### src/rtl/gpio_chan_unit.sv
module gpio_chan_unit #(
  parameter int NUM_CH   = 4,
  parameter int NUM_PINS = 32,
  parameter int ADDR_W   = 8
) (
  input  logic                clk,
  input  logic                rst_n,
  input  logic                wr_en,
  input  logic [ADDR_W-1:0]   addr,
  input  logic [31:0]         wdata,
  output logic [31:0]         rdata,
  input  logic [NUM_PINS-1:0] pin_in,
  input  logic                port_evt_in,
  output logic [NUM_PINS-1:0] pin_out,
  output logic [NUM_PINS-1:0] pin_oe,
  output logic                irq
);
  localparam int IDX_W    = (NUM_PINS > 1) ? $clog2(NUM_PINS) : 1;
  localparam int A_OUT    = 'h00;
  localparam int A_SET    = 'h08;
  localparam int A_CLR    = 'h10;
  localparam int A_IN     = 'h18;
  localparam int A_PORT   = 'h20;
  localparam int A_INTSET = 'h21;
  localparam int A_INTCLR = 'h22;
  localparam int A_CFG    = 'h28;
  localparam logic [31:0] CFG_MASK = 32'h0013_FF03;
  localparam logic [1:0]  M_EVT = 2'b01, M_TASK = 2'b10;

  logic [31:0]                a;
  logic [NUM_PINS-1:0]        s1, s2, s3;
  logic [NUM_CH-1:0][31:0]    cfg_q;
  logic [NUM_CH-1:0]          flag_q, lvl_q, is_task, own;
  logic [NUM_CH-1:0][IDX_W-1:0] pidx;
  logic                       pflag_q;
  logic [NUM_CH:0]            int_en_q;

  assign a = 32'(addr);

  always_ff @(posedge clk or negedge rst_n)
    if (!rst_n) begin
      s1 <= '0; s2 <= '0; s3 <= '0;
    end else begin
      s1 <= pin_in; s2 <= s1; s3 <= s2;
    end

  for (genvar c = 0; c < NUM_CH; c++) begin : g_ch
    logic [31:0] cfg_r;
    logic        lvl_r, flag_r;
    logic [1:0]  mode, pol;
    logic [7:0]  psel;
    logic        pin_ok, cur, prev, evt;
    logic        hit_cfg, hit_out, hit_set, hit_clr, hit_in;

    assign mode   = cfg_r[1:0];
    assign psel   = cfg_r[15:8];
    assign pol    = cfg_r[17:16];
    assign pin_ok = 32'(psel) < 32'(NUM_PINS);
    assign pidx[c] = psel[IDX_W-1:0];
    assign cur    = pin_ok & s2[pidx[c]];
    assign prev   = pin_ok & s3[pidx[c]];
    assign evt    = (mode == M_EVT) & ((pol[0] & cur & ~prev) | (pol[1] & ~cur & prev));

    assign hit_cfg = wr_en && a == 32'(A_CFG + c);
    assign hit_in  = wr_en && a == 32'(A_IN + c) && !wdata[0];
    assign hit_out = wr_en && a == 32'(A_OUT + c) && wdata[0];
    assign hit_set = wr_en && a == 32'(A_SET + c) && wdata[0];
    assign hit_clr = wr_en && a == 32'(A_CLR + c) && wdata[0];

    assign is_task[c] = (mode == M_TASK);
    assign own[c]     = is_task[c] & pin_ok;
    assign cfg_q[c]   = cfg_r;
    assign lvl_q[c]   = lvl_r;
    assign flag_q[c]  = flag_r;

    always_ff @(posedge clk or negedge rst_n)
      if (!rst_n)       cfg_r <= '0;
      else if (hit_cfg) cfg_r <= wdata & CFG_MASK;

    always_ff @(posedge clk or negedge rst_n)
      if (!rst_n) lvl_r <= 1'b0;
      else if (hit_cfg) lvl_r <= (wdata[1:0] == M_TASK) & wdata[20];
      else if (is_task[c]) begin
        if (hit_set)      lvl_r <= 1'b1;
        else if (hit_clr) lvl_r <= 1'b0;
        else if (hit_out)
          case (pol)
            2'b01:   lvl_r <= 1'b1;
            2'b10:   lvl_r <= 1'b0;
            2'b11:   lvl_r <= ~lvl_r;
            default: lvl_r <= lvl_r;
          endcase
      end

    always_ff @(posedge clk or negedge rst_n)
      if (!rst_n)      flag_r <= 1'b0;
      else if (evt)    flag_r <= 1'b1;
      else if (hit_in) flag_r <= 1'b0;
  end

  always_comb begin
    pin_out = '0;
    pin_oe  = '0;
    for (int c = NUM_CH - 1; c >= 0; c--)
      if (own[c]) begin
        pin_oe[pidx[c]]  = 1'b1;
        pin_out[pidx[c]] = lvl_q[c];
      end
  end

  always_ff @(posedge clk or negedge rst_n)
    if (!rst_n) pflag_q <= 1'b0;
    else if (port_evt_in) pflag_q <= 1'b1;
    else if (wr_en && a == 32'(A_PORT) && !wdata[0]) pflag_q <= 1'b0;

  always_ff @(posedge clk or negedge rst_n)
    if (!rst_n) int_en_q <= '0;
    else if (wr_en && a == 32'(A_INTSET)) int_en_q <= int_en_q | wdata[NUM_CH:0];
    else if (wr_en && a == 32'(A_INTCLR)) int_en_q <= int_en_q & ~wdata[NUM_CH:0];

  assign irq = |({pflag_q, flag_q} & int_en_q);

  always_comb begin
    rdata = '0;
    for (int c = 0; c < NUM_CH; c++) begin
      if (a == 32'(A_CFG + c)) rdata = cfg_q[c];
      if (a == 32'(A_IN + c))  rdata = {31'b0, flag_q[c]};
    end
    if (a == 32'(A_PORT)) rdata = {31'b0, pflag_q};
    if (a == 32'(A_INTSET) || a == 32'(A_INTCLR)) rdata[NUM_CH:0] = int_en_q;
  end
endmodule

### config.mk
export PLATFORM = sky130hd
export DESIGN_NAME = gpio_chan_unit
export DESIGN_NICKNAME = d
export VERILOG_FILES = /design/src/rtl/gpio_chan_unit.sv
export SDC_FILE = /design/constraint.sdc
export NUM_CORES = 1
export LEC_CHECK = 0
export BUFFER_PORTS_ARGS = -buffer_cell sky130_fd_sc_hd__buf_2
export CAP_MARGIN = 25
export CORE_MARGIN = 2
export CORE_UTILIZATION = 63
export CTS_CLUSTER_SIZE = 25
export DETAILED_ROUTE_END_ITERATION = 10
export PLACE_DENSITY_LB_ADDON = 0.1
export SLEW_MARGIN = 40
export SYNTH_ARGS = -nofsm -noshare
export SYNTH_HDL_FRONTEND = slang
export SYNTH_SLANG_ARGS = --single-unit
### constraint.sdc
create_clock -name clk -period 6.24 [get_ports clk]
set_clock_uncertainty 0.2 [all_clocks]
set_input_delay 1.248 -clock clk [delete_from_list [all_inputs] [get_ports clk]]
set_output_delay 1.248 -clock clk [all_outputs]
set_load 0.01 [all_outputs]
# After elaboration in Yosys (flattened, before gate mapping)
# Index checks and enable logic that the tools add are counted.
# totals
inputBits,76
reg_bits,162
output_inout_bits,97
# classes
reduce_logical,70
eq_ne,43
magnitude_cmp,12
bitwise_logic,57
mux,81
# op_table
op,n
2-to-1 mux 32 bit,8
2-to-1 mux 21 bit,9
bitwise mux 32 bit,3
OR 32 bit,3
"== test 8 x 5 -> 1 bit, second input constant",8
"== test 8 x 6 -> 1 bit, second input constant",7
logical AND 1 bit,44
2-to-1 mux 1 bit,42
binary-select mux 1 bit (select 5 bit),8
AND 1 bit,33
AND 32 bit,1
"== test 8 x 4 -> 1 bit, second input constant",4
zero test 32 bit,1
"< comparator 8 x 6 -> 1 bit, second input constant",4
"== test 2 bit, second input constant",13
"< comparator 5 x 6 -> 1 bit, second input constant",4
nonzero test 6 bit,4
demux 1 bit (select 5 bit),4
">= comparator 5 x 1 -> 1 bit, second input constant",4
nonzero test 2 bit,10
"== test 2 x 1 -> 1 bit, second input constant",8
"== test 8 x 2 -> 1 bit, second input constant",2
nonzero test 4 bit,4
2-to-1 mux 5 bit,3
other kinds (11),32

# Depth between registers and ports, before layout
# logic_depth
ltp_word,12
depth_mapped,9
mapped_depth_nobuf,8

# Worst setup path before layout
# OpenSTA, ideal clock, no wires.
# synth_timing
path_type,input to output
from,input addr[4]
to,output rdata[0]
path_stages,7
arrival_time_ns,2.846
setup_slack_ns,1.946
path_cell_list,buf_2 -> nor4b_1 -> nand3b_1 -> a31oi_1 -> o21ai_0 -> o2bb2ai_1 -> a31oi_1
# synth_via
elab_chain_len,11
word_cells_on_any_way,22
cone_classes,eq/ne (11); mux (10); reduce/logical (1)
# synth_rtl
item,line_no,text
from (decl),9,"input logic [ADDR_W-1:0] addr,"
== test 8 x 6 -> 1 bit,126,if (a == 32'(A_CFG + c)) rdata = cfg_q[c];
2-to-1 mux 21 bit,126,
2-to-1 mux 21 bit,127,"if (a == 32'(A_IN + c)) rdata = {31'b0, flag_q[c]};"
2-to-1 mux 21 bit,126,
2-to-1 mux 21 bit,127,
2-to-1 mux 21 bit,126,
2-to-1 mux 21 bit,127,
2-to-1 mux 21 bit,126,
2-to-1 mux 21 bit,127,
2-to-1 mux 21 bit,129,"if (a == 32'(A_PORT)) rdata = {31'b0, pflag_q};"
2-to-1 mux 5 bit (*),130,if (a == 32'(A_INTSET) || a == 32'(A_INTCLR)) rdata[NUM_CH:0] = int_en_q;
to (decl),11,"output logic [31:0] rdata,"
# Mark *: on every way between the ends. The rest lies on a longest branch, timed or not.

# Worst setup path after layout
# layout_timing
from,register g_ch[2].cfg_r[11]
to,output pin_out[12]
# layout_via
elab_chain_len,10
word_cells_on_any_way,13
cone_classes,order compare (3); mux (8); bitwise (1); reduce/logical (1)
# layout_rtl
item,line_no,text
from (decl),48,logic [31:0] cfg_r;
from (signal assigned),78,else if (hit_cfg) cfg_r <= wdata & CFG_MASK;
< comparator 5 x 6 -> 1 bit (not written as such) / >= comparator 5 x 1 -> 1 bit (equally long branches),107,pin_out[pidx[c]] = lvl_q[c];
logical AND 1 bit (not written as such),107,
2-to-1 mux 1 bit (not written as such),107,
demux 1 bit (select 5 bit),107,
bitwise mux 32 bit,107,
2-to-1 mux 32 bit (*),105,if (own[c]) begin
bitwise mux 32 bit,107,
2-to-1 mux 32 bit (*),105,
bitwise mux 32 bit,107,
2-to-1 mux 32 bit (*),105,
to (decl),14,"output logic [NUM_PINS-1:0] pin_out,"
# Marked as above.

==> results.txt <==
distinct cell type count after synthesis: 64
Chip Width: 135.7 um
Synth Instances: 1143
leakage power: 5.353 nW
drt wl/cell: 24.61 um
routed vias/inst: 6.897
Max Root-Sink Buffers: 2
total wire length: 36.32 mm
outcome: completed
Mean Syn Cell Area: 9.560 sq um
vias post-DR: 10180
Worst-Skew Late Latency: 0.43 ns
Setup Crit Path Kind: register to output pin
flop and latch count out of synthesis: 162
vias in the first global route: 9656
GP Congestion: 0.9986
fillers: 1309
P_int: 1.914 mW
root buf cell: clkbuf_16
Peak VDD IR: 239.9 uV
Placed Area: 11670 sq um
Hold Path Class: register to register
first-pass GRT wire length: 55.25 mm
post-cts sizing count: 0
DR DRC count: 0
Data required, critical path: 4.79 ns
fin worst setup slack: 1.461 ns
Final Util: 72.14%
Post-Syn Area: 10930 sq um
Die H: 135.7 um
Pre-Repair DR Iteration Count: 8
DRT met1 WL: 13.99 mm
register area: 4064 sq um
Final Critical Period: 4.779 ns
Logic pwr share: 12.3%
fmax: 209.2 MHz
Tot GR Track Use: 40.01%
Antenna Cells: 0
sw power: 0.7284 mW
post-route ant nets: 0
dpl hpwl: 25.55 mm
full die area: 18410 sq um
Port-buffer cells: 140
core area: 17120 sq um
share of layout cells above drive strength 1: 28.78%
Area contributors post-synth: dfrtp_1, mux2_2, mux2i_1
final setup vio count: 0
RSZ-0062 raised after global routing: false
endpoint type of the worst setup path: output pin
Finished Cell Area: 12350 sq um
Flop pwr share: 45.0%
worst-path maximum fanout: 17
largest net degree at the start of global routing: 109
Layout Cells excl Fill: 1476
Max Slew Vio Count: 0
standard-cell rows: 48
Final Hold Vio Count: 0
initial core utilization: 63.84%
Top Layer Used: met5
PwrDens: 214.0 nW/um^2
Seq/Total Area, Yosys: 37.10%
Syn. warnings: 0
top-area cell type share of the netlist area: 37.10%
final setup TNS: 0 ns
global route overflow: 0
placed cells: 1443
1st-iter DRT viols: 1216
cell taking the most area after synthesis: dfrtp_1
H-tree levels: 4
Synth async-reset ratio: 100.0%
Rel. slew slack: 43.19%
CTS Hold Bufs: 0
Post-CTS Repair Setup Buffers: 0
fin nets: 1318
I/O Pins: 173
number of synthesized flops with an enable pin: 0
pre-CTS WS: 1.707 ns
Multi-input gate area: 6465 sq um
commonest register cell after synthesis: dfrtp_1
met2 routed WL: 15.53 mm
Clock Pin Slew Worst Setup and Hold Paths: 0.06 ns
metal3 WL: 4.686 mm
initial antenna violation count: 1
most common cell in the netlist: dfrtp_1
crit path DAT: 3.33 ns
Critical Path Start Type: register
Max-Cap Viols: 0
worst slew pin tran: 0.8443 ns
Area Overhead vs Synth: 13.01%
CTS sink cnt: 162
clock power share: 42.8%
most frequent cells after synthesis: dfrtp_1, nand2_1, mux2_2, mux2i_1, nor2_1
period utilisation layout: 76.59%
CTS tree: yes
net switching share of the total power: 27.56%
cts bufs inserted: 17
area by class of cell:
type / instances / area share, %
clock buffer: 19 / 3.587
tap: 225 / 2.280
multi-input combinational: 887 / 52.36
inverter: 15 / 0.4560
timing repair buffer: 155 / 6.829
sequential: 162 / 32.91
clock inverter: 13 / 1.581
metal layers:
layer / vias to the layer above / track usage [%]
met4: 2 / 22.16
met2: 775 / 57.35
met1: 4863 / 55.31
met5: - / 0
li1: 4368 / -
met3: 172 / 10.48
worst paths after layout:
check / to / start / slack [ns] / cells past startpoint
setup / recovery: pin_out[12] / g_ch[2].cfg_r[11] / 1.46 / 7
setup reg to reg: g_ch[3].flag_r / g_ch[3].cfg_r[8] / 3.11 / 7
hold reg to reg: s2[13] / s1[13] / 0.15 / 0
hold / removal: s2[13] / s1[13] / 0.15 / 0
min in group asynchronous: s1[8] / rst_n / 0.46 / 1
max in group asynchronous: s3[3] / rst_n / 4.48 / 2
worst max-delay path, stage by stage, from the launching register on:
cell and delay, ns:
dfrtp_1 0.88, inv_1 0.33, nor3_1 0.50, nand2_1 0.16, mux2_1 0.35, mux2_2 0.26, mux2_2 0.27, buf_2 0.14
logic make-up (layout without fill, tap and decap cells):
family                     count (synthesis)  count (layout)  synth area share, %
and+or+nand+nor                          450             450                20.66
other                                      1              16              0.03432
DFF                                      162             162                37.10
adders and majority gates                  4               4               0.4581
muxes                                    256             256                26.65
buffers and inverters                    109             202                4.718
AOI/OAI and AO/OA                        161             161                10.39
metrics by stage:
stage / hold slack [ns] / total power [mW]
detailed placement: 0.1347 / 1.510
global route: 0.1527 / 2.721
CTS: 0.1488 / 2.638
finish: 0.1464 / 2.643
floorplan: 0.1312 / 1.375
global placement: 0.1316 / 1.502
flip-flops by register name, summed over array words and instances, names as in the netlist, named ones only:
signal,cells
g_ch.cfg_r,52
s1,32
s2,32
s3,32
g_ch.flag_r,4
g_ch.lvl_r,4
pflag_q,1
power groups by stage:
stage / registers [mW] / clock network, mW / logic [mW]
after global placement: 1.20 / 0 / 0.304
after CTS: 1.18 / 1.14 / 0.313
after floorplan: 1.15 / 0 / 0.225
final: 1.19 / 1.13 / 0.325
after global routing: 1.19 / 1.19 / 0.344
after detailed placement: 1.20 / 0 / 0.310
cells in the final DEF, fill, tap and decap left out, types with 25 or more instances in the layout:
| master | synthesis | layout |
|---|---|---|
| nand2_1 | 155 | 155 |
| o21ai_0 | 32 | 32 |
| buf_2 | 16 | 139 |
| dfrtp_1 | 162 | 154 |
| nand3_1 | 39 | 38 |
| nor2_1 | 78 | 75 |
| mux2i_1 | 106 | 106 |
| a22oi_1 | 29 | 29 |
| mux2_2 | 122 | 122 |
| nor3_1 | 27 | 25 |
Power figures use the tool's default switching activity.
